**config.mk**
```make
export PLATFORM = sky130hd
export DESIGN_NAME = spi_frame_master
export DESIGN_NICKNAME = d
export VERILOG_FILES = /design/src/rtl/spi_fm_pkg.sv /design/src/rtl/spi_fm_halfclk.sv /design/src/rtl/spi_fm_shift.sv /design/src/rtl/spi_fm_gap.sv /design/src/rtl/spi_frame_master.sv
export SDC_FILE = /design/constraint.sdc
export NUM_CORES = 1
export LEC_CHECK = 0
export ABC_AREA = 0
export BUFFER_PORTS_ARGS = -buffer_cell sky130_fd_sc_hd__buf_4
export CORE_MARGIN = 2
export CORE_UTILIZATION = 50
export DETAILED_ROUTE_END_ITERATION = 12
export HOLD_SLACK_MARGIN = 0.1
export PLACE_DENSITY = 0.74
export SLEW_MARGIN = 20
export SYNTH_ARGS = -nofsm -noshare
export SYNTH_HDL_FRONTEND = slang
export SYNTH_HIERARCHICAL = 1
export SYNTH_SLANG_ARGS = --single-unit
```
**constraint.sdc**
```tcl
create_clock -name clk_i -period 5.1 [get_ports clk_i]
set_input_delay 0.255 -clock clk_i [delete_from_list [all_inputs] [get_ports clk_i]]
set_output_delay 0.255 -clock clk_i [all_outputs]
set_load 0.05 [all_outputs]
```
**src/rtl/spi_fm_pkg.sv**
```systemverilog
package spi_fm_pkg;

   typedef enum logic [1:0] {
      SEQ_IDLE    = 2'd0,
      SEQ_FRAME   = 2'd1,
      SEQ_GAPCLK  = 2'd2,
      SEQ_GAPTICK = 2'd3
   } seq_state_t;

   // core cycles per SPI half period for divider value zero
   localparam int unsigned HALF_PRESCALE = 4;

endpackage

```
**src/rtl/spi_fm_halfclk.sv**
```systemverilog
// Half-period strobe of the SPI clock: one pulse every PRE*(div+1) cycles.
module spi_fm_halfclk #(
   parameter int DIV_W = 16,
   parameter int PRE   = 4
) (
   input  logic             clk_i,
   input  logic             rst_ni,
   input  logic             restart_i,
   input  logic [DIV_W-1:0] div_i,
   output logic             strobe_o
);
   localparam int PRE_LG = (PRE > 1) ? $clog2(PRE) : 1;
   localparam int CNT_W  = DIV_W + PRE_LG + 1;

   logic [CNT_W-1:0] reload_d;
   logic [CNT_W-1:0] reload_q;
   logic [CNT_W-1:0] cnt_q;

   generate
      if ((PRE & (PRE - 1)) == 0) begin : g_pow2
         assign reload_d = ((CNT_W'(div_i) + CNT_W'(1)) << $clog2(PRE)) - CNT_W'(1);
      end else begin : g_mult
         assign reload_d = (CNT_W'(div_i) + CNT_W'(1)) * CNT_W'(PRE) - CNT_W'(1);
      end
   endgenerate

   assign strobe_o = (cnt_q == '0) && !restart_i;

   always_ff @(posedge clk_i or negedge rst_ni) begin
      if (!rst_ni) begin
         reload_q <= '0;
         cnt_q    <= '0;
      end else if (restart_i) begin
         reload_q <= reload_d;
         cnt_q    <= reload_d;
      end else if (cnt_q == '0) begin
         cnt_q <= reload_q;
      end else begin
         cnt_q <= cnt_q - CNT_W'(1);
      end
   end

endmodule

```
**src/rtl/spi_fm_shift.sv**
```systemverilog
// Transmit and receive shift registers; frames are left-justified on send.
module spi_fm_shift #(
   parameter int W    = 32,
   parameter int FB_W = 6
) (
   input  logic            clk_i,
   input  logic            rst_ni,
   input  logic            load_i,
   input  logic [W-1:0]    tx_i,
   input  logic [FB_W-1:0] fb_i,
   input  logic            adv_i,
   output logic            msb_o,
   input  logic            smp_i,
   input  logic            bit_i,
   output logic [W-1:0]    rx_o
);
   logic [W-1:0] tx_q;
   logic [W-1:0] rx_q;

   assign msb_o = tx_q[W-1];
   assign rx_o  = rx_q;

   always_ff @(posedge clk_i or negedge rst_ni) begin
      if (!rst_ni) begin
         tx_q <= '0;
      end else if (load_i) begin
         tx_q <= tx_i << (W - int'(fb_i));
      end else if (adv_i) begin
         tx_q <= {tx_q[W-2:0], 1'b0};
      end
   end

   always_ff @(posedge clk_i or negedge rst_ni) begin
      if (!rst_ni) begin
         rx_q <= '0;
      end else if (load_i) begin
         rx_q <= '0;
      end else if (smp_i) begin
         rx_q <= {rx_q[W-2:0], bit_i};
      end
   end

endmodule

```
**src/rtl/spi_fm_gap.sv**
```systemverilog
// Counts coarse tick pulses up to a target.
module spi_fm_gap #(
   parameter int GAP_W = 17
) (
   input  logic             clk_i,
   input  logic             rst_ni,
   input  logic             clr_i,
   input  logic             tick_i,
   input  logic [GAP_W-1:0] target_i,
   output logic             reached_o
);
   logic [GAP_W-1:0] cnt_q;

   assign reached_o = (cnt_q >= target_i);

   always_ff @(posedge clk_i or negedge rst_ni) begin
      if (!rst_ni) begin
         cnt_q <= '0;
      end else if (clr_i) begin
         cnt_q <= '0;
      end else if (tick_i && !reached_o) begin
         cnt_q <= cnt_q + GAP_W'(1);
      end
   end

endmodule

```
**src/rtl/spi_frame_master.sv**
```systemverilog
module spi_frame_master
   import spi_fm_pkg::*;
#(
   parameter int FRAME_W = 32,
   parameter int DIV_W   = 16,
   parameter int DLY_W   = 8,
   parameter int GAP_W   = 17,
   parameter int FB_W    = $clog2(FRAME_W + 1)
) (
   input  logic               clk_i,
   input  logic               rst_ni,
   input  logic               cfg_cpol_i,
   input  logic               cfg_cpha_i,
   input  logic [DIV_W-1:0]   cfg_div_i,
   input  logic [FB_W-1:0]    cfg_frame_bits_i,
   input  logic [DLY_W-1:0]   cfg_in_delay_i,
   input  logic [GAP_W-1:0]   cfg_gap_i,
   input  logic               tick_i,
   input  logic               start_i,
   input  logic [FRAME_W-1:0] tx_word_i,
   output logic [FRAME_W-1:0] rx_word_o,
   output logic               done_o,
   output logic               busy_o,
   output logic               sclk_o,
   output logic               mosi_o,
   output logic               cs_n_o,
   input  logic               miso_i
);
   localparam int PER_W = $clog2(FRAME_W + 2) + 1;

   generate
      if (FRAME_W < 2) begin : g_bad_frame
         $error("spi_frame_master: FRAME_W must be at least 2");
      end
      if (FB_W < $clog2(FRAME_W + 1)) begin : g_bad_fb
         $error("spi_frame_master: FB_W too narrow for FRAME_W");
      end
      if (DIV_W < 1 || GAP_W < 1 || DLY_W < 1) begin : g_bad_cfg
         $error("spi_frame_master: configuration widths must be positive");
      end
   endgenerate

   seq_state_t         st_q;
   logic [PER_W-1:0]   per_q;
   logic               half_q;
   logic               cpol_q;
   logic               cpha_q;
   logic [FB_W-1:0]    fb_q;
   logic [DLY_W-1:0]   dly_q;
   logic [GAP_W-1:0]   gap_q;
   logic               pend_q;
   logic [FRAME_W-1:0] pend_word_q;
   logic               cs_n_q;
   logic               mosi_q;
   logic               done_q;
   logic [FRAME_W-1:0] rx_word_q;

   logic               launch;
   logic [FRAME_W-1:0] launch_word;
   logic [FB_W-1:0]    fb_eff;
   logic               strobe;
   logic               data_per;
   logic               last_per;
   logic               tx_adv;
   logic               tx_msb;
   logic               rx_smp;
   logic               rx_bit;
   logic [FRAME_W-1:0] rx_sh;
   logic               gap_clr;
   logic               gap_reached;

   // size of zero or beyond the shift register selects the full width
   assign fb_eff = (cfg_frame_bits_i == '0 || int'(cfg_frame_bits_i) > FRAME_W)
                   ? FB_W'(FRAME_W) : cfg_frame_bits_i;

   assign launch      = (st_q == SEQ_IDLE) && (start_i || pend_q);
   assign launch_word = pend_q ? pend_word_q : tx_word_i;

   assign data_per = (per_q != '0) && (per_q <= PER_W'(fb_q));
   assign last_per = (per_q == PER_W'(fb_q) + PER_W'(1));

   assign tx_adv  = (st_q == SEQ_FRAME) && strobe && half_q && (per_q < PER_W'(fb_q));
   assign rx_smp  = (st_q == SEQ_FRAME) && strobe && !half_q && data_per;
   assign rx_bit  = miso_i && (int'(per_q) >= int'(dly_q));
   assign gap_clr = (st_q == SEQ_GAPCLK) && strobe && half_q;

   spi_fm_halfclk #(
      .DIV_W (DIV_W),
      .PRE   (HALF_PRESCALE)
   ) u_halfclk (
      .clk_i     (clk_i),
      .rst_ni    (rst_ni),
      .restart_i (launch),
      .div_i     (cfg_div_i),
      .strobe_o  (strobe)
   );

   spi_fm_shift #(
      .W    (FRAME_W),
      .FB_W (FB_W)
   ) u_shift (
      .clk_i  (clk_i),
      .rst_ni (rst_ni),
      .load_i (launch),
      .tx_i   (launch_word),
      .fb_i   (fb_eff),
      .adv_i  (tx_adv),
      .msb_o  (tx_msb),
      .smp_i  (rx_smp),
      .bit_i  (rx_bit),
      .rx_o   (rx_sh)
   );

   spi_fm_gap #(
      .GAP_W (GAP_W)
   ) u_gap (
      .clk_i     (clk_i),
      .rst_ni    (rst_ni),
      .clr_i     (gap_clr),
      .tick_i    (tick_i),
      .target_i  (gap_q),
      .reached_o (gap_reached)
   );

   always_ff @(posedge clk_i or negedge rst_ni) begin
      if (!rst_ni) begin
         st_q        <= SEQ_IDLE;
         per_q       <= '0;
         half_q      <= 1'b0;
         cpol_q      <= 1'b0;
         cpha_q      <= 1'b0;
         fb_q        <= FB_W'(FRAME_W);
         dly_q       <= '0;
         gap_q       <= '0;
         pend_q      <= 1'b0;
         pend_word_q <= '0;
         cs_n_q      <= 1'b1;
         mosi_q      <= 1'b0;
         done_q      <= 1'b0;
         rx_word_q   <= '0;
      end else begin
         done_q <= 1'b0;
         // hold off one request that arrives outside the idle state
         if (start_i && (st_q != SEQ_IDLE) && !pend_q) begin
            pend_q      <= 1'b1;
            pend_word_q <= tx_word_i;
         end
         unique case (st_q)
            SEQ_IDLE: begin
               cpol_q <= cfg_cpol_i;
               if (launch) begin
                  pend_q <= 1'b0;
                  cpha_q <= cfg_cpha_i;
                  fb_q   <= fb_eff;
                  dly_q  <= cfg_in_delay_i;
                  gap_q  <= cfg_gap_i;
                  per_q  <= '0;
                  half_q <= 1'b0;
                  cs_n_q <= 1'b0;
                  mosi_q <= 1'b0;
                  st_q   <= SEQ_FRAME;
               end
            end
            SEQ_FRAME: begin
               if (strobe) begin
                  if (!half_q) begin
                     half_q <= 1'b1;
                  end else begin
                     half_q <= 1'b0;
                     if (last_per) begin
                        cs_n_q    <= 1'b1;
                        done_q    <= 1'b1;
                        rx_word_q <= rx_sh;
                        mosi_q    <= 1'b0;
                        per_q     <= '0;
                        st_q      <= SEQ_GAPCLK;
                     end else begin
                        per_q  <= per_q + PER_W'(1);
                        mosi_q <= tx_adv ? tx_msb : 1'b0;
                     end
                  end
               end
            end
            SEQ_GAPCLK: begin
               if (strobe) begin
                  if (!half_q) begin
                     half_q <= 1'b1;
                  end else begin
                     half_q <= 1'b0;
                     st_q   <= (gap_q == '0) ? SEQ_IDLE : SEQ_GAPTICK;
                  end
               end
            end
            SEQ_GAPTICK: begin
               if (gap_reached) begin
                  st_q <= SEQ_IDLE;
               end
            end
            default: st_q <= SEQ_IDLE;
         endcase
      end
   end

   // active level only in a data period, during the half chosen by phase
   assign sclk_o    = cpol_q ^ ((st_q == SEQ_FRAME) && data_per && (half_q ^ cpha_q));
   assign mosi_o    = mosi_q;
   assign cs_n_o    = cs_n_q;
   assign done_o    = done_q;
   assign rx_word_o = rx_word_q;
   assign busy_o    = (st_q != SEQ_IDLE) || pend_q;

endmodule

```
==> impl_metrics.ini <==
[outcome]
status = complete, no violations

[placed_design]
pre_cts_slack_ns = 1.092
hpwl_mm = 22.33
port_buffers = 122
globalplace.congestion = 0.8975

[clock_network]
post_cts_buffers = 0
clk_pin_slew_worst_paths_ns = 0.06
cts_tree = built
root_buffer = clkbuf_16
ctsLongestPathBuffers = 3
cts_inserted_buffers = 26
cts_sinks = 229
htree_levels = 1
clock_latency_ns = 0.53

[setup_path]
crit_type = register to register
critPathCaptureType = register
worst_ep_arrival_time_ns = 4.45
cp_max_fo = 19
worstSetupStartpointType = register
crit_required_ns = 5.46

[timing]
maxSlewHeadroom = 0.3142
fin_ws_ns = 1.015
rsz0062_at_grt = false
fmax_ghz = 0.2448
drv_slew = 0
setup_viol_count_final = 0
tightest_slew_ns = 1.022
fin_crit_sh = 0.8011
finalSetupTns_ns = 0
fin_crit_ns = 4.085
finalHoldViolCount = 0
fin_skew_ns = 0.01471

[global_routing]
grt_use_total = 0.2257
antenna_found_initial = 0
grt_pass1_wl_mm = 54.99
grt_pass1_vias = 10930
grt_max_degree = 136
gr-total-overflow = 0

[synthesis]
yosysTopAreaCellShare = 0.4002
synth-seq-cells = 229
synth_warnings = 6
ys_top_cells_by_count = dfrtp_1, mux2_2, nor2_1
synth_fp_nets = 1481
async_reset_ff_frac = 1.000
ys.flop_type = dfrtp_1
synth.area.top_cells = dfrtp_1, mux2_2, mux4_2
seq_area_frac_synth = 0.4039
synth_edf_count = 0
netlist_area_mm2 = 0.01419
syn_avg_cell_area_um2 = 10.48
ys_types = 91
syn_inst = 1354
yosysMostFrequentCell = dfrtp_1
yosysTopAreaCell = dfrtp_1

[floorplan]
rows = 61
start_util = 0.5095
die_y_um = 172.5
core_area_mm2 = 0.02786
chipWidth_um = 172.5
dieArea_mm2 = 0.02975
top_level_ports = 123

[power_and_ir_drop]
p_per_area_mw_per_mm2 = 485.1
leakagePower_nw = 7.322
vdd_ir_drop_max_uv = 314.3

[run]
cap_viol_max_count = 0

[drt]
drc = 0
dr.pass1.iters = 5
first_iter_violations = 952
wire_per_inst_um = 17.54
vias_per_cell = 5.828
via_count = 11070
antenna_left = 0
routed_wl_mm = 33.31

[worst_hold_path]
hold_path_class = input port to register

[final_layout]
n_fill_cell = 2222
area_growth_syn_to_layout_pct = 18.71
nets = 1630
n_antenna_cell = 0
drive_gt1_frac = 0.2617
power by group:
group	internal, mW	switching, mW
clock	1.14	0.750
sequential	2.41	0.417
combinational	1.67	1.79
total	5.22	2.96
worst max-delay path, cell delays in order (launching register included):
cell and delay, ns:
dfrtp_1 0.40, inv_1 0.07, ha_1 0.19, or4b_4 0.51, or2_1 0.34, or4_1 0.49, nor2_1 0.33, and4_1 0.27
buf_4 0.23, inv_1 0.26, nand2_1 0.61, o32ai_1 0.21
sequential cells by signal, indices dropped and copies added (netlist names), 2 cells and up:
signal              cells
rx_word_o              32
dly_q                   8
u_halfclk/reload_q     18
pend_word_q            32
st_q                    2
gap_q                  17
u_halfclk/cnt_q        19
u_gap/cnt_q            17
u_shift/tx_q           32
fb_q                    6
u_shift/rx_o           32
per_q                   7
layer usage:
| layer | track usage | wire (um) | up-vias |
|---|---|---|---|
| met2 | 0.3842 | 15970 | 317 |
| met1 | 0.3051 | 14860 | 5426 |
| met3 | 0.02747 | 1648 | 51 |
| met4 | 0.06175 | 826 | 0 |
| li1 | - | - | 5274 |
| met5 | 0 | 0 | - |
stage by stage:
stage          power (mW)  area, um^2  hold slack, ns  std cells  utilization
5_1_grt             8.704       16850          0.1471       1899       0.6049
3_5_place_dp        6.188       15330          0.3137       1789       0.5502
3_3_place_gp        6.090       15330          0.3140       1789       0.5502
4_1_cts             8.160       16840          0.1064       1899       0.6046
6_report            8.174       16850          0.1200       1899       0.6049
2_1_floorplan       5.361       14190        -0.04059       1354            -
cell families (layout without fill, tap and decap cells):
family,Yosys count,in the layout,synth area share
flops,229,229,0.4039
xor+xnor,50,50,0.03138
buf+inv,151,318,0.04892
fa+ha+maj,41,41,0.03614
mux,247,247,0.2146
compound gates,275,275,0.1331
simple gates,361,361,0.1320
repair_timing:
item                       in CTS  in global routing
hold endpoints to repair      158                  0
setup endpoints to repair       0                  0
hold buffers                   64                  0
gates resized for setup         0                  0
layout make-up:
class | instances | area [um^2] | area share
tap | 378 | 473.0 | 0.02807
sequential | 229 | 5733 | 0.3402
timing repair buffer | 204 | 1712 | 0.1016
multi-input combinational | 974 | 7805 | 0.4632
clock inverter | 8 | 107.6 | 0.006385
inverter | 68 | 255.2 | 0.01515
clock buffer | 38 | 765.7 | 0.04544
layout by cell type (no fill, tap or decap), types with 20 or more instances in the layout:
cell type / count
dfrtp_1: 227
buf_4: 138
nor3_1: 24
xnor2_1: 25
dlygate4sd3_1: 64
o21ai_0: 67
a21oi_1: 49
nor2_1: 97
ha_1: 41
xor2_1: 24
inv_1: 66
mux4_2: 27
clkbuf_16: 26
nand2_1: 76
o31ai_1: 20
mux2i_1: 55
mux2_2: 156
nand3_1: 26
path summary, 6_finish.rpt:
check                           depth (start not counted)             startpoint  slack, ns                     to
worst min-delay path                                    3           cfg_div_i[8]       0.12    u_halfclk/cnt_q[10]
worst min register to register                          1  u_halfclk/reload_q[1]       0.46  u_halfclk/reload_q[1]
min in group asynchronous                               2                 rst_ni       0.31               gap_q[7]
worst max-delay path                                   11     u_halfclk/cnt_q[0]       1.01        u_shift/tx_q[0]
worst max register to register                         11     u_halfclk/cnt_q[0]       1.01        u_shift/tx_q[0]
max in group asynchronous                               3                 rst_ni       3.63  u_halfclk/reload_q[3]
No activity file was read; power rests on OpenSTA's default activity.
